<file path="config.mk">
export PLATFORM = sky130hd
export DESIGN_NAME = spi_regslave
export DESIGN_NICKNAME = d
export VERILOG_FILES = /design/src/rtl/spi_regslave_pkg.sv /design/src/rtl/spi_sync.sv /design/src/rtl/spi_bitio.sv /design/src/rtl/spi_regfile.sv /design/src/rtl/spi_regslave.sv
export SDC_FILE = /design/constraint.sdc
export NUM_CORES = 1
export LEC_CHECK = 0
export ABC_AREA = 0
export BUFFER_PORTS_ARGS = -buffer_cell sky130_fd_sc_hd__buf_2
export CAP_MARGIN = 10
export CORE_AREA = 3 3 140 142
export CTS_CLUSTER_DIAMETER = 40
export DETAILED_ROUTE_END_ITERATION = 12
export DIE_AREA = 0 0 143 145
export GPL_TIMING_DRIVEN = 0
export PLACE_DENSITY = 0.57
export SLEW_MARGIN = 20
export SYNTH_ARGS = -nofsm -noshare
export SYNTH_HDL_FRONTEND = slang
export SYNTH_HIERARCHICAL = 1
export SYNTH_SLANG_ARGS = --single-unit
</file>
<file path="constraint.sdc">
create_clock -name clk -period 8.5 [get_ports clk]
set_input_delay 1.275 -clock clk [delete_from_list [all_inputs] [get_ports clk]]
set_output_delay 1.275 -clock clk [all_outputs]
set_load 0.03 [all_outputs]
</file>
<file path="src/rtl/spi_regslave_pkg.sv">
package spi_regslave_pkg;

    localparam int unsigned BYTE_W = 8;
    localparam int unsigned BIT_CW = $clog2(BYTE_W);

    typedef enum logic [1:0] {
        PH_OP   = 2'd0,
        PH_ARG  = 2'd1,
        PH_DATA = 2'd2
    } phase_e;

    typedef enum logic [2:0] {
        CMD_RD  = 3'd0,
        CMD_WR  = 3'd1,
        CMD_ST  = 3'd2,
        CMD_SV  = 3'd3,
        CMD_BAD = 3'd4
    } cmd_e;

    typedef struct packed {
        logic       error;
        logic [2:0] rsvd;
        logic       dismiss;
        logic       fail;
        logic       busy;
        logic       valid;
    } status_t;

    localparam status_t STATUS_RESET = '0;

    function automatic cmd_e decode_op(input logic [7:0] op,
                                       input logic [7:0] op_rd,
                                       input logic [7:0] op_wr,
                                       input logic [7:0] op_st,
                                       input logic [7:0] op_sv);
        if (op == op_rd) return CMD_RD;
        if (op == op_wr) return CMD_WR;
        if (op == op_st) return CMD_ST;
        if (op == op_sv) return CMD_SV;
        return CMD_BAD;
    endfunction

    function automatic logic addr_in_window(input logic [7:0] a,
                                            input logic [7:0] first,
                                            input int unsigned count);
        return (a >= first) && ((32'(a) - 32'(first)) < count);
    endfunction

    function automatic logic [7:0] init_value(input int unsigned idx,
                                              input logic [7:0] mul,
                                              input logic [7:0] xmask);
        return 8'(idx * 32'(mul)) ^ xmask;
    endfunction

endpackage

</file>
<file path="src/rtl/spi_sync.sv">
module spi_sync #(
    parameter int unsigned     W       = 3,
    parameter int unsigned     STAGES  = 2,
    parameter logic [W-1:0]    RST_VAL = '0
) (
    input  logic         clk,
    input  logic         rst,
    input  logic [W-1:0] d,
    output logic [W-1:0] q
);
    logic [W-1:0] stg [STAGES];

    always_ff @(posedge clk) begin
        if (rst) begin
            for (int i = 0; i < STAGES; i++) stg[i] <= RST_VAL;
        end else begin
            stg[0] <= d;
            for (int i = 1; i < STAGES; i++) stg[i] <= stg[i-1];
        end
    end

    assign q = stg[STAGES-1];
endmodule

</file>
<file path="src/rtl/spi_bitio.sv">
module spi_bitio
    import spi_regslave_pkg::*;
(
    input  logic              clk,
    input  logic              rst,
    input  logic              cs_n_s,
    input  logic              sclk_s,
    input  logic              mosi_s,
    input  logic [BYTE_W-1:0] tx_next,
    output logic              byte_done,
    output logic [BYTE_W-1:0] rx_byte,
    output logic              partial,
    output logic              frame_end,
    output logic              miso
);
    logic              sclk_q;
    logic              cs_q;
    logic [BIT_CW-1:0] bit_cnt;
    logic [BYTE_W-2:0] rx_sh;
    logic [BYTE_W-1:0] tx_sh;
    logic              have_byte;
    logic              rise;
    logic              fall;

    localparam logic [BIT_CW-1:0] LAST_BIT = BIT_CW'(BYTE_W - 1);

    assign rise      = !cs_n_s && sclk_s && !sclk_q;
    assign fall      = !cs_n_s && !sclk_s && sclk_q;
    assign frame_end = cs_n_s && !cs_q;
    assign byte_done = rise && (bit_cnt == LAST_BIT);
    assign rx_byte   = {rx_sh, mosi_s};
    assign partial   = (bit_cnt != '0);
    assign miso      = tx_sh[BYTE_W-1];

    always_ff @(posedge clk) begin
        if (rst) begin
            sclk_q    <= 1'b0;
            cs_q      <= 1'b1;
            bit_cnt   <= '0;
            rx_sh     <= '0;
            tx_sh     <= '0;
            have_byte <= 1'b0;
        end else begin
            sclk_q <= sclk_s;
            cs_q   <= cs_n_s;
            if (cs_n_s) begin
                bit_cnt   <= '0;
                rx_sh     <= '0;
                tx_sh     <= '0;
                have_byte <= 1'b0;
            end else begin
                if (rise) begin
                    rx_sh   <= {rx_sh[BYTE_W-3:0], mosi_s};
                    bit_cnt <= bit_cnt + 1'b1;
                    if (bit_cnt == LAST_BIT) have_byte <= 1'b1;
                end
                if (fall) begin
                    if (bit_cnt == '0 && have_byte) tx_sh <= tx_next;
                    else                            tx_sh <= {tx_sh[BYTE_W-2:0], 1'b0};
                end
            end
        end
    end
endmodule

</file>
<file path="src/rtl/spi_regfile.sv">
module spi_regfile
    import spi_regslave_pkg::*;
#(
    parameter logic [7:0]  FIRST    = 8'h10,
    parameter int unsigned COUNT    = 12,
    parameter logic [7:0]  INIT_MUL = 8'h1D,
    parameter logic [7:0]  INIT_XOR = 8'hA5
) (
    input  logic       clk,
    input  logic       rst,
    input  logic       we,
    input  logic [7:0] waddr,
    input  logic [7:0] wdata,
    input  logic [7:0] raddr,
    output logic [7:0] rdata
);
    localparam int unsigned IDX_W = (COUNT > 1) ? $clog2(COUNT) : 1;

    logic [7:0]       mem [COUNT];
    logic [IDX_W-1:0] widx;
    logic [IDX_W-1:0] ridx;
    logic [7:0]       woff;
    logic [7:0]       roff;

    assign woff = waddr - FIRST;
    assign roff = raddr - FIRST;
    assign widx = IDX_W'(woff);
    assign ridx = IDX_W'(roff);

    always_ff @(posedge clk) begin
        if (rst) begin
            for (int i = 0; i < COUNT; i++) mem[i] <= init_value(i, INIT_MUL, INIT_XOR);
        end else if (we) begin
            mem[widx] <= wdata;
        end
    end

    assign rdata = (32'(ridx) < COUNT) ? mem[ridx] : 8'h00;
endmodule

</file>
<file path="src/rtl/spi_regslave.sv">
module spi_regslave
    import spi_regslave_pkg::*;
#(
    parameter logic [7:0]  OP_RD       = 8'h81,
    parameter logic [7:0]  OP_WR       = 8'hCF,
    parameter logic [7:0]  OP_ST       = 8'hAD,
    parameter logic [7:0]  OP_SV       = 8'hF5,
    parameter logic [7:0]  REG_FIRST   = 8'h10,
    parameter int unsigned REG_COUNT   = 12,
    parameter logic [7:0]  INIT_MUL    = 8'h1D,
    parameter logic [7:0]  INIT_XOR    = 8'hA5,
    parameter int unsigned SYNC_STAGES = 2
) (
    input  logic clk,
    input  logic rst,
    input  logic spi_cs_n,
    input  logic spi_sclk,
    input  logic spi_mosi,
    input  logic sensor_ok,
    output logic spi_miso,
    output logic spi_miso_oe
);
    logic [2:0] sync_q;
    logic       cs_n_s;
    logic       sclk_s;
    logic       mosi_s;

    logic       byte_done;
    logic [7:0] rx_byte;
    logic       partial;
    logic       frame_end;

    phase_e     phase_q;
    cmd_e       cmd_q;
    logic [7:0] addr_q;
    logic [7:0] tx_next_q;
    logic       err_frame_q;
    status_t    status_q;

    logic       addr_ok;
    logic       arg_ok;
    logic       burst_cmd;
    logic       reg_we;
    logic [7:0] reg_rdata;
    cmd_e       op_cmd;

    spi_sync #(
        .W       (3),
        .STAGES  (SYNC_STAGES),
        .RST_VAL (3'b100)
    ) u_sync (
        .clk (clk),
        .rst (rst),
        .d   ({spi_cs_n, spi_sclk, spi_mosi}),
        .q   (sync_q)
    );

    assign {cs_n_s, sclk_s, mosi_s} = sync_q;

    spi_bitio u_bitio (
        .clk       (clk),
        .rst       (rst),
        .cs_n_s    (cs_n_s),
        .sclk_s    (sclk_s),
        .mosi_s    (mosi_s),
        .tx_next   (tx_next_q),
        .byte_done (byte_done),
        .rx_byte   (rx_byte),
        .partial   (partial),
        .frame_end (frame_end),
        .miso      (spi_miso)
    );

    assign spi_miso_oe = !cs_n_s;

    assign addr_ok   = addr_in_window(addr_q, REG_FIRST, REG_COUNT);
    assign arg_ok    = addr_in_window(rx_byte, REG_FIRST, REG_COUNT);
    assign op_cmd    = decode_op(rx_byte, OP_RD, OP_WR, OP_ST, OP_SV);
    assign burst_cmd = (cmd_q == CMD_RD) || (cmd_q == CMD_WR);
    assign reg_we    = byte_done && (phase_q == PH_DATA) && (cmd_q == CMD_WR) && addr_ok;

    spi_regfile #(
        .FIRST    (REG_FIRST),
        .COUNT    (REG_COUNT),
        .INIT_MUL (INIT_MUL),
        .INIT_XOR (INIT_XOR)
    ) u_regs (
        .clk   (clk),
        .rst   (rst),
        .we    (reg_we),
        .waddr (addr_q),
        .wdata (rx_byte),
        .raddr (addr_q),
        .rdata (reg_rdata)
    );

    always_ff @(posedge clk) begin
        if (rst) begin
            phase_q     <= PH_OP;
            cmd_q       <= CMD_BAD;
            addr_q      <= '0;
            tx_next_q   <= '0;
            err_frame_q <= 1'b0;
            status_q    <= STATUS_RESET;
        end else if (frame_end) begin
            if (phase_q != PH_OP) status_q.error <= err_frame_q;
            status_q.busy <= 1'b0;
            if (cmd_q == CMD_WR && phase_q == PH_DATA && partial) begin
                status_q.fail  <= 1'b1;
                status_q.valid <= 1'b0;
            end
            phase_q     <= PH_OP;
            tx_next_q   <= '0;
            err_frame_q <= 1'b0;
        end else if (byte_done) begin
            case (phase_q)
                PH_OP: begin
                    cmd_q       <= op_cmd;
                    tx_next_q   <= (op_cmd == CMD_BAD) ? 8'h00 : rx_byte;
                    err_frame_q <= (op_cmd == CMD_BAD);
                    phase_q     <= PH_ARG;
                end
                PH_ARG: begin
                    phase_q <= PH_DATA;
                    case (cmd_q)
                        CMD_RD, CMD_WR: begin
                            addr_q           <= rx_byte;
                            tx_next_q        <= rx_byte;
                            status_q.dismiss <= !arg_ok;
                            status_q.fail    <= !arg_ok;
                            status_q.valid   <= 1'b0;
                            status_q.busy    <= 1'b1;
                        end
                        CMD_ST: tx_next_q <= status_q;
                        CMD_SV: begin
                            tx_next_q <= {sensor_ok, 7'b0};
                            if (!sensor_ok) err_frame_q <= 1'b1;
                        end
                        default: tx_next_q <= 8'h00;
                    endcase
                end
                default: begin
                    if (burst_cmd) begin
                        if (addr_ok) begin
                            addr_q         <= addr_q + 8'd1;
                            status_q.valid <= 1'b1;
                        end else begin
                            status_q.fail  <= 1'b1;
                            status_q.valid <= 1'b0;
                        end
                        if (cmd_q == CMD_RD) tx_next_q <= addr_ok ? reg_rdata : 8'h00;
                        else                 tx_next_q <= rx_byte;
                    end else begin
                        tx_next_q <= 8'h00;
                    end
                end
            endcase
        end
    end
endmodule

</file>
* Yosys cells after proc, flatten, opt, wreduce, memory -nomap -nowiden
Memory sizes are Yosys's and may differ from the RTL's. Index checks and enable logic that the tools add are counted.
Operators by class: magnitude comparators 5, reductions and logical operators 44, bitwise logic cells 4, add/subtract/negate cells 5, eq/ne operators 18, muxes and demuxes 57
Operators by type and width (count):
- $mux 8 | 10
- $lt 32x4->1 const B | 2
- $mux 3 | 13
- $eq 8x8->1 const B | 4
- $pmux 8 s2 | 2
- $mux 1 | 26
- $pmux 8 s3 | 1
- $sub 8x5->9 const B | 2
- $ge 8x5->1 const B | 2
- $logic_and 1x1->1 | 14
- $reduce_and 6->1 | 2
- $reduce_bool 2->1 | 5
- $add 8x1->8 const B | 1
- $reduce_and 4->1 | 2
- $reduce_or 8->1 | 1
- $eq 3x2->1 const B | 2
- $eq 3x3->1 const B | 2
- $logic_not 3->1 | 2
- $ne 2x1->1 const B | 3
- $ne 3x2->1 const B | 2
- $pmux 1 s2 | 3
- $reduce_and 2->1 | 3
- $reduce_and 3->1 | 2
- $reduce_bool 3->1 | 2
- 16 further kinds | 25
Storage, ports and cells: input bits 6, RAM bits 102, memories 2, flip-flop bits (word level) 48
Memory list:
- u_regs.mem | depth 12, width 8, rd ports 1, clocked after memory_dff 0, write ports 12, RTL line spi_regfile.sv:19 | logic [7:0] mem [COUNT];
- u_sync.stg | depth 2, width 3, rd ports 2, clocked after memory_dff 0, write ports 2, RTL line spi_sync.sv:11 | logic [W-1:0] stg [STAGES];

* Logic depth before layout (Yosys ltp)
Gate-level depths: netlist of the first run. An unclocked memory read counts as a cell.
depth in word-level cells 16, gate-level depth with buffers 11, gate-level depth less buffers 7

* Modules after synthesis
Netlist of the first run, hierarchy kept.
By module, submodules not included:
- spi_regfile | sequential area each 2882.8 µm², instances 1, area an instance 4536.9 µm², cells each 324
- spi_regslave | sequential area each 540.5 µm², instances 1, area an instance 1804.2 µm², cells each 224
- spi_bitio | sequential area each 420.4 µm², instances 1, area an instance 870.8 µm², cells each 97
- spi_sync | sequential area each 120.1 µm², instances 1, area an instance 180.2 µm², cells each 15

* Least setup slack after synthesis of the first run
Ideal clock, no wire load.
kind reg2reg, start reg addr_q[5], end mem u_regs.mem[0][0] (enable), data arrival time 2.566 ns, period minus slack after synthesis 2.901 ns, required time 8.166 ns, setup slack 5.599 ns, path buffers 3, stages on the path, launching flop included 10, path through dfxtp_1 > or4b_1 > buf_2 > buf_2 > nor2_1 > and3_1 > or4b_1 > buf_6 > or3_4 > nand2b_1
RTL lines:
- from (decl) | RTL line spi_regslave.sv:35 | logic [7:0] addr_q;
- from (signal assigned) | RTL line spi_regslave.sv:127 | addr_q <= rx_byte;
- from (signal assigned) | RTL line spi_regslave.sv:145 | addr_q <= addr_q + 8'd1;
- to (decl) | RTL line spi_regfile.sv:19

==> results of run 1 <==
flip-flops by register name, indices dropped and copies added, names as in the netlist, 2 cells and up:
signal / count
tx_next_q: 8
u_bitio/rx_sh: 7
status_q: 5
u_bitio/tx_sh: 8
u_sync/stg: 6
phase_q: 2
u_bitio/bit_cnt: 3
addr_q: 8
u_regs/mem: 96
cmd_q: 3
path summary, 6_finish.rpt:
| kind | slack, ns | start | endpoint |
|---|---|---|---|
| hold reg to reg | 0.41 | u_sync/stg[0][2] | u_sync/stg[0][5] |
| hold / removal | 0.41 | u_sync/stg[0][2] | u_sync/stg[0][5] |
| setup / recovery | 4.88 | u_sync/stg[0][4] | u_regs/mem[2][7] |
| setup reg to reg | 4.88 | u_sync/stg[0][4] | u_regs/mem[2][7] |
worst reg2reg max path: stages (launching register included):
cell,delay [ns]
dfxtp_1,0.31
buf_4,0.12
nand2b_1,0.05
clkbuf_1,0.24
nor3b_2,0.46
clkbuf_1,0.45
and3_1,0.29
or4b_1,0.47
buf_6,0.16
or2_2,0.31
nand2b_1,0.39
logic make-up after synthesis:
family / after synthesis / share of synthesized area
multiplexers: 45 / 0.09072
AND/OR/NAND/NOR: 265 / 0.2075
flip-flops: 150 / 0.5362
adder cells (fa/ha/maj): 4 / 0.006771
XOR/XNOR: 2 / 0.002370
buffers and inverters: 84 / 0.05061
AO/OA/AOI/OAI: 110 / 0.1058
area by class of cell:
class / count / area [µm²] / share of cell area
plain buffers: 59 / 280.3 / 0.03368
multi-input cells: 426 / 3054 / 0.3670
repair buffers: 7 / 35.03 / 0.004210
flip-flops and latches: 150 / 3964 / 0.4763
clock buffers: 20 / 489.2 / 0.05879
inverters: 25 / 93.84 / 0.01128
clock inverters: 12 / 112.6 / 0.01353
well taps: 234 / 292.8 / 0.03518
synth_stat cells (3+ instances only):
| master | instances | area share |
|---|---|---|
| edfxtp_1 | 96 | 0.39 |
| mux2i_1 | 13 | 0.018 |
| nand3b_1 | 10 | 0.010 |
| o21ai_0 | 16 | 0.011 |
| or4b_1 | 3 | 0.0041 |
| o21a_1 | 5 | 0.0051 |
| nor4_1 | 9 | 0.0076 |
| o32ai_1 | 8 | 0.0095 |
| nor3_1 | 18 | 0.012 |
| or3_2 | 3 | 0.0030 |
| mux4_2 | 16 | 0.049 |
| nand3_1 | 4 | 0.0027 |
| o41ai_1 | 4 | 0.0047 |
| buf_2 | 14 | 0.0095 |
| nand2b_1 | 25 | 0.021 |
| o211ai_1 | 3 | 0.0030 |
| nor2b_1 | 9 | 0.0076 |
| and2_1 | 35 | 0.030 |
| o22ai_1 | 8 | 0.0068 |
| inv_1 | 24 | 0.012 |
| dfxtp_1 | 54 | 0.15 |
| ha_1 | 4 | 0.0068 |
| a31oi_1 | 5 | 0.0042 |
| buf_6 | 3 | 0.0046 |
| nand2_1 | 48 | 0.024 |
| a21oi_1 | 34 | 0.023 |
| nor2_1 | 34 | 0.017 |
| or2_2 | 9 | 0.0076 |
| buf_4 | 5 | 0.0051 |
| a32o_1 | 4 | 0.0054 |
| mux2_2 | 16 | 0.024 |
| nor4b_1 | 4 | 0.0047 |
| or3_1 | 29 | 0.025 |
| a211oi_1 | 3 | 0.0030 |
| clkbuf_1 | 35 | 0.018 |
power by group:
group,internal (mW),total [mW],switching [mW]
Combinational,0.0165,0.0436,0.0271
Clock,0.449,0.760,0.311
Sequential,0.797,0.805,0.00708
stage by stage:
stage	power (mW)	instances	hold WS, ns
6_report	1.608	933	0.4111
3_5_place_dp	0.8638	901	0.3998
3_3_place_gp	0.8615	901	0.3934
2_1_floorplan	0.8463	660	0.3832
5_1_grt	1.662	933	0.4469
4_1_cts	1.621	933	0.4182
per-layer routing:
| layer | up-vias | wire length [µm] | global-route usage | part of all wire |
|---|---|---|---|---|
| met5 | - | 0 | 0 | 0 |
| met4 | 0 | 359 | 0.05989 | 0.019 |
| met3 | 29 | 894 | 0.04120 | 0.047 |
| met2 | 174 | 8762 | 0.2874 | 0.46 |
| met1 | 2676 | 8953 | 0.2778 | 0.47 |
| li1 | 2480 | - | - | - |
==> summary.txt, run 1 <==
Run status
  • Status: complete, no violations

Layout
  • Layout Utilization: 0.4479
  • Share of layout cells above drive strength 1: 0.1731
  • Most frequent cells in the layout: edfxtp_1 (96), dfxtp_1 (54), nand2_1 (48)
  • Synthesis-to-finish area growth: 12.58%
  • Antenna fix cells: 0
  • Post-route cell area: 0.008322 mm²
  • Final nets: 696
  • Layout fillers: 1714
  • Commonest non-fill, non-tap cell in the layout: edfxtp_1

Clock tree
  • Clock Tree Buf Depth: 2
  • Postcts setup bufs: 0
  • Sink Count: 150
  • Post-CTS sizing: 0
  • CTS tree: yes
  • Clock latency on the worst-skew pair: 0.43 ns
  • Root Driver: clkbuf_16
  • Clk pin slew, worst setup/hold paths: 0.06 ns
  • H-Tree Depth: 4
  • Cts hold-fix bufs: 0
  • Total CTS buffers: 17

Routing
  • Drt pass-1 iters: 5
  • Number of vias per cell: 5.744
  • Initial DRC count: 585
  • Wirelength per Cell: 20.33 µm
  • Via count: 5359
  • DRC violations left: 0
  • Number of routed nets with antenna violations: 0
  • Final WL: 18970 µm

Yosys
  • Syn avg cell area: 11.20 µm²
  • Number of flops mapped to enable cells by yosys: 96
  • Top_reg_cell synth: edfxtp_1
  • Cell variety after synth: 72
  • Syn Inst Count: 660
  • Syn_nets: 670
  • Register area share after synthesis: 0.5362
  • Post-Synthesis Cell Area: 0.007392 mm²
  • Ys async rst share: 0
  • Flop and latch count out of synthesis: 150
  • Synthesis warning total: 6

Placed design
  • IO Port Bufs: 7
  • Post-DP HPWL: 13250 µm
  • GP Congestion: 0.8643
  • Place WS: 4.945 ns
  • Placed cell areas: 0.007720 mm²

STA
  • # setup viols final: 0
  • Slew Viols, Final: 0
  • Clk_skew: 0.008193 ns
  • Slew @ Worst Pin: 0.8464 ns
  • Final hold viol count: 0
  • Worst Setup Slack, final: 4.879 ns
  • Final TNS setup: 0 ns
  • Unrepaired setup endpoints after global routing: false
  • F_max: 0.2762 GHz
  • Worst slew margin: 0.4278
  • Period utilization: 0.4260
  • Period minus WS final: 3.621 ns

Global route
  • Initial antenna violation count: 0
  • GRT overflow: 0
  • Global Route Usage Sum: 0.1917
  • Pin count of the biggest net entering global routing: 17
  • Number of global-route vias before repair: 5392
  • First-pass GRT wire length: 30420 µm

Setup path
  • Critical Path RT: 8.57 ns
  • Critical Path Sink Type: flop
  • R2R cell count: 10
  • Crit-path slowest cell: or4b_1
  • Buffers and inverters on the worst path: 4
  • CP Class: flop to flop
  • Crit-path max cell delay: 0.47 ns
  • CP startpoint kind: flop
  • CP cell instances: buf_4 -> nand2b_1 -> clkbuf_1 -> nor3b_2 -> clkbuf_1 -> and3_1 -> or4b_1 -> buf_6 -> or2_2 -> nand2b_1
  • Delay-heaviest family, CP: simple AND/OR/NAND/NOR gates
  • Critical Path AT: 3.69 ns
  • Crit Path Max Fanout: 10
  • Levels on crit path: 10

Floorplanning
  • Starting Density: 0.3978
  • Die Area: 0.02074 mm²
  • I/O pin count: 8
  • Die X: 143 µm
  • Core ar.: 0.01858 mm²
  • Die Span Y: 145 µm
  • Row count: 50

Power and ir drop
  • Peak supply drop: 0.1403 mV
  • Leak Pwr: 2.761 nW
  • Power per Cell Area: 193.2 mW/mm²

Job
  • Max Cap Viol: 0

Hold path
  • Worst Hold Class: flop to flop
  • Hold path depth: 1
No activity file was read; power rests on OpenSTA's default activity.
==> run 2: changes to the inputs <==
==> constraint.sdc (replaced) <==
create_clock -name clk -period 3.73 [get_ports clk]
set_input_delay 0.5595 -clock clk [delete_from_list [all_inputs] [get_ports clk]]
set_output_delay 0.5595 -clock clk [all_outputs]
set_load 0.03 [all_outputs]
==> summary.txt, run 2 (synthesis gave the netlist of run 1 again) <==
STA
  • Clk_skew: 0.008190 ns (was 0.008193 ns)
  • Slew Viols, Final: 0 (unchanged)
  • F_max: 0.2891 GHz (was 0.2762 GHz)
  • Final hold viol count: 0 (unchanged)
  • Unrepaired setup endpoints after global routing: false (unchanged)
  • Final TNS setup: 0 ns (unchanged)
  • Period minus WS final: 3.458 ns (was 3.621 ns)
  • Period utilization: 0.9272 (was 0.4260)
  • Slew @ Worst Pin: 0.8462 ns (was 0.8464 ns)
  • Worst slew margin: 0.4279 (was 0.4278)
  • # setup viols final: 0 (unchanged)

Global route
  • First-pass GRT wire length: 30420 µm (unchanged)
  • Initial antenna violation count: 0 (unchanged)
  • GRT overflow: 0 (unchanged)
  • Number of global-route vias before repair: 5392 (unchanged)
  • Pin count of the biggest net entering global routing: 17 (unchanged)
  • Global Route Usage Sum: 0.1917 (unchanged)

Floorplanning
  • Die Span Y: 145 µm (unchanged)
  • Die Area: 0.02074 mm² (unchanged)
  • Row count: 50 (unchanged)
  • I/O pin count: 8 (unchanged)
  • Core ar.: 0.01858 mm² (unchanged)
  • Die X: 143 µm (unchanged)
  • Starting Density: 0.3978 (unchanged)

Layout
  • Layout fillers: 1714 (unchanged)
  • Non-Filler Instances: 933 (unchanged)
  • Post-route cell area: 0.008323 mm² (was 0.008322 mm²)
  • Synthesis-to-finish area growth: 12.59% (was 12.58%)
  • Reg with most FFs: u_regs/mem (unchanged)
  • Final nets: 696 (unchanged)
  • Max reg flops: 96 (unchanged)
  • Layout Utilization: 0.4479 (about the same)
  • Commonest non-fill, non-tap cell in the layout: edfxtp_1 (unchanged)
  • Most frequent cells in the layout: edfxtp_1 (96), dfxtp_1 (54), nand2_1 (48) (unchanged)
  • Antenna fix cells: 0 (unchanged)
  • Share of layout cells above drive strength 1: 0.1745 (was 0.1731)

Setup path
  • Critical Path RT: 3.80 ns (was 8.57 ns)
  • Critical Path Sink Type: flop (unchanged)
  • Crit-path slowest cell: or4b_1 (unchanged)
  • Crit-path max cell delay: 0.47 ns (about the same)
  • Crit Path Max Fanout: 10 (unchanged)
  • Critical Path AT: 3.53 ns (was 3.69 ns)
  • CP cell instances: buf_4 -> nand2b_1 -> clkbuf_1 -> nor3b_2 -> clkbuf_2 -> and3_1 -> or4b_1 -> buf_6 -> or2_2 -> nand2b_1 (was buf_4 -> nand2b_1 -> clkbuf_1 -> nor3b_2 -> clkbuf_1 -> and3_1 -> or4b_1 -> buf_6 -> or2_2 -> nand2b_1)
  • CP startpoint kind: flop (unchanged)
  • Most frequent CP cell: nand2b_1
  • CP Class: flop to flop (unchanged)

Routing
  • Final WL: 18970 µm (about the same)
  • Via count: 5369 (was 5359)
  • Drt pass-1 iters: 5 (unchanged)
  • Initial DRC count: 586 (was 585)
  • DRC violations left: 0 (unchanged)
  • Number of vias per cell: 5.755 (was 5.744)
  • Wirelength per Cell: 20.33 µm (about the same)
  • Number of routed nets with antenna violations: 0 (unchanged)

Power and ir drop
  • Total power: 3.665 mW (was 1.608 mW)
  • Peak supply drop: 0.3197 mV (was 0.1403 mV)
  • Leak Pwr: 2.764 nW (was 2.761 nW)
  • Power per Cell Area: 440.4 mW/mm² (was 193.2 mW/mm²)

Run status
  • Status: complete, no violations (unchanged)

Clock tree
  • CTS tree: yes (unchanged)
  • Total CTS buffers: 17 (unchanged)
  • H-Tree Depth: 4 (unchanged)
  • Post-CTS sizing: 0 (unchanged)
  • Clock Tree Buf Depth: 2 (unchanged)
  • Clock latency on the worst-skew pair: 0.43 ns (about the same)
  • Root Driver: clkbuf_16 (unchanged)
  • Sink Count: 150 (unchanged)
  • Cts hold-fix bufs: 0 (unchanged)
  • Postcts setup bufs: 0 (unchanged)
  • Clk pin slew, worst setup/hold paths: 0.06 ns (about the same)

Placed design
  • Post-DP HPWL: 13250 µm (unchanged)
  • Placed Cells: 901 (unchanged)
  • Placed cell areas: 0.007720 mm² (unchanged)
  • IO Port Bufs: 7 (unchanged)
  • GP Congestion: 0.8643 (unchanged)

Job
  • Max Cap Viol: 0 (unchanged)

Hold path
  • Worst Hold Class: input port to flop (was flop to flop)
## run 2: layout make-up
type | instances | area [µm²] | share of cell area
Clock inverter | 12 | 112.6 | 0.01353
Buffer | 59 | 281.5 | 0.03382
Clock buffer | 20 | 489.2 | 0.05878
Multi-Input combinational cell | 426 | 3054 | 0.3670
Inverter | 25 | 93.84 | 0.01127
Sequential cell | 150 | 3964 | 0.4762
Tap cell | 234 | 292.8 | 0.03518
Timing Repair Buffer | 7 | 35.03 | 0.004209
## run 2: critical path, delay by kind of cell (launching register included)
family                 cells  cell delay, ns
and+or+nand+nor            6            1.92
DFF                        1            0.31
buffers and inverters      4            0.85
## run 2: routing by layer
layer / global-route usage / share of wire / vias up
met4: 0.05989 / 0.020 / 0
met1: 0.2778 / 0.47 / 2679
met3: 0.04120 / 0.046 / 31
met2: 0.2874 / 0.46 / 180
li1: - / - / 2479
met5: 0 / 0 / -
## run 2: worst paths after layout
kind,slack [ns],endpoint,from,depth (start not counted)
max,0.27,u_regs/mem[2][7],u_sync/stg[0][4],10
min,0.30,u_sync/stg[0][2],spi_cs_n,2
max reg2reg,0.27,u_regs/mem[2][7],u_sync/stg[0][4],10
min reg2reg,0.41,u_sync/stg[0][5],u_sync/stg[0][2],1
## run 2: where the power goes
group / internal [mW] / total (mW) / switching, mW
Clock: 1.02 / 1.73 / 0.710
Sequential: 1.82 / 1.83 / 0.0161
Combinational: 0.0376 / 0.0991 / 0.0616
## run 2: through the flow
step | setup WS (ns) | hold WS, ns
after floorplan | 0.8294 | 0.3832
after global placement | 0.1956 | 0.3934
after detailed placement | 0.1747 | 0.3998
after CTS | 0.1341 | 0.2895
after global routing | 0.06242 | 0.2943
final | 0.2716 | 0.3045
==> run 3: changes to the inputs <==
--- a/config.mk
+++ b/config.mk
@@ -13,6 +13,7 @@
 export DETAILED_ROUTE_END_ITERATION = 12
 export DIE_AREA = 0 0 143 145
 export GPL_TIMING_DRIVEN = 0
+export MAX_ROUTING_LAYER = met4
 export PLACE_DENSITY = 0.57
 export SLEW_MARGIN = 20
 export SYNTH_ARGS = -nofsm -noshare
==> summary.txt, run 3 (synthesis gave the netlist of run 1 again) <==
Placed design
  • Place WS: 0.1747 ns (unchanged)
  • IO Port Bufs: 7 (unchanged)
  • Placed cell areas: 0.007720 mm² (unchanged)
  • Placed Cells: 901 (unchanged)
  • GP Congestion: 0.8783 (was 0.8643)
  • Post-DP HPWL: 13250 µm (unchanged)

Routing
  • Initial DRC count: 551 (was 586)
  • Wirelength per Cell: 20.36 µm (was 20.33 µm)
  • DRC violations left: 0 (unchanged)
  • Via count: 5405 (was 5369)
  • Number of routed nets with antenna violations: 0 (unchanged)
  • Final WL: 19000 µm (was 18970 µm)
  • Drt pass-1 iters: 5 (unchanged)
  • Number of vias per cell: 5.793 (was 5.755)

Layout
  • Post-route cell area: 0.008323 mm² (unchanged)
  • Layout Utilization: 0.4479 (unchanged)
  • Share of layout cells above drive strength 1: 0.1745 (unchanged)
  • Commonest non-fill, non-tap cell in the layout: edfxtp_1 (unchanged)
  • Synthesis-to-finish area growth: 12.59% (unchanged)
  • Layout fillers: 1714 (unchanged)
  • Antenna fix cells: 0 (unchanged)
  • Most frequent cells in the layout: edfxtp_1 (96), dfxtp_1 (54), nand2_1 (48) (unchanged)
  • Final nets: 696 (unchanged)
  • Multi-input gate area: 0.003054 mm² (unchanged)
  • Register area: 0.003964 mm² (unchanged)
  • Reg with most FFs: u_regs/mem (unchanged)
  • Max reg flops: 96 (unchanged)
  • Non-Filler Instances: 933 (unchanged)

Clock tree
  • Sink Count: 150 (unchanged)
  • Postcts setup bufs: 0 (unchanged)
  • Clk pin slew, worst setup/hold paths: 0.06 ns (about the same)
  • Clock latency on the worst-skew pair: 0.43 ns (about the same)
  • Clock Tree Buf Depth: 2 (unchanged)
  • Post-CTS sizing: 0 (unchanged)
  • CTS tree: yes (unchanged)
  • Cts hold-fix bufs: 0 (unchanged)
  • H-Tree Depth: 4 (unchanged)
  • Total CTS buffers: 17 (unchanged)
  • Root Driver: clkbuf_16 (unchanged)

Hold path
  • Worst Hold Class: input port to flop (unchanged)
  • Hold_sp: spi_cs_n (unchanged)
  • Hold path depth: 2 (unchanged)
  • Hold endpoint: u_sync/stg[0][2] (unchanged)

Power and ir drop
  • Total power: 3.669 mW (was 3.665 mW)
  • Peak supply drop: 0.3220 mV (was 0.3197 mV)
  • Leak Pwr: 2.764 nW (unchanged)
  • Power per Cell Area: 440.8 mW/mm² (was 440.4 mW/mm²)

STA
  • Worst slew margin: 0.4543 (was 0.4279)
  • Period utilization: 0.9238 (was 0.9272)
  • Hold Slack: 0.3027 ns (was 0.3045 ns)
  • Period minus WS final: 3.446 ns (was 3.458 ns)
  • Worst Setup Slack, final: 0.2842 ns (was 0.2716 ns)
  • # setup viols final: 0 (unchanged)
  • Final TNS setup: 0 ns (unchanged)
  • Unrepaired setup endpoints after global routing: false (unchanged)
  • F_max: 0.2902 GHz (was 0.2891 GHz)
  • Clk_skew: 0.008050 ns (was 0.008190 ns)
  • Slew Viols, Final: 0 (unchanged)
  • Final hold viol count: 0 (unchanged)
  • Slew @ Worst Pin: 0.8072 ns (was 0.8462 ns)

Setup path
  • Critical Path AT: 3.52 ns (was 3.53 ns)
  • R2R cell count: 10 (unchanged)
  • Crit Path Max Fanout: 10 (unchanged)
  • Critical Path Sink Type: flop (unchanged)
  • CP startpoint kind: flop (unchanged)
  • Critical Path RT: 3.80 ns (about the same)
  • Reg-to-reg critical path endpoint: u_regs/mem[2][1] (was u_regs/mem[2][7])
  • CP Class: flop to flop (unchanged)
  • Reg2reg start: u_sync/stg[0][4] (unchanged)
  • Setup slack, reg-to-reg: 0.28 ns (was 0.27 ns)

Global route
  • Pin count of the biggest net entering global routing: 17 (unchanged)
  • Number of global-route vias before repair: 5391 (was 5392)
  • First-pass GRT wire length: 30440 µm (was 30420 µm)
  • Initial antenna violation count: 0 (unchanged)
  • GRT overflow: 0 (unchanged)
  • Global Route Usage Sum: 0.1971 (was 0.1917)

Job
  • Max Cap Viol: 0 (unchanged)

Run status
  • Status: complete, no violations (unchanged)

Floorplanning
  • Die X: 143 µm (unchanged)
  • I/O pin count: 8 (unchanged)
  • Core ar.: 0.01858 mm² (unchanged)
  • Row count: 50 (unchanged)
  • Starting Density: 0.3978 (unchanged)
  • Die Span Y: 145 µm (unchanged)
  • Die Area: 0.02074 mm² (unchanged)
==> run 3: cell counts in the layout (fill, tap and decap cells not counted) <==
Identical to the previous run, type by type.
==> run 3: how the worst max path moves through the flow <==
stage | from | to | cells after the start
after floorplan | addr_q[5] | u_regs/mem[0][0] | 9
after global placement | u_sync/stg[0][4] | u_regs/mem[0][3] | 10
after detailed placement | u_sync/stg[0][4] | u_regs/mem[2][1] | 10
after CTS | u_sync/stg[0][4] | u_regs/mem[2][7] | 10
after global routing | u_sync/stg[0][4] | u_regs/mem[0][6] | 10
final | u_sync/stg[0][4] | u_regs/mem[2][1] | 10
==> run 3: final cells by class <==
cell class	count	share of cell area
flip-flops and latches	150	0.4762
multi-input cells	426	0.3670
clock buffers	20	0.05878
well taps	234	0.03518
plain buffers	59	0.03382
clock inverters	12	0.01353
inverters	25	0.01127
repair buffers	7	0.004209
==> run 3: worst max-delay path, stage by stage (launching register included) <==
cell and delay [ns]:
dfxtp_1 0.31, buf_4 0.12, nand2b_1 0.05, clkbuf_1 0.24, nor3b_2 0.47, clkbuf_2 0.33
and3_1 0.25, or4b_1 0.47, buf_6 0.16, or2_2 0.30, nand2b_1 0.38
==> run 3: report_power, final <==
group | total (mW) | internal, mW | switching, mW
logic | 0.0989 | 0.0376 | 0.0613
registers | 1.83 | 1.82 | 0.0165
clock network | 1.74 | 1.02 | 0.713
==> run 3: layer usage <==
layer | GRT usage | wire, µm
met1 | 0.2784 | 8699
met2 | 0.2874 | 8824
met3 | 0.04021 | 1096
met4 | 0.05989 | 377
met5 | - | 0
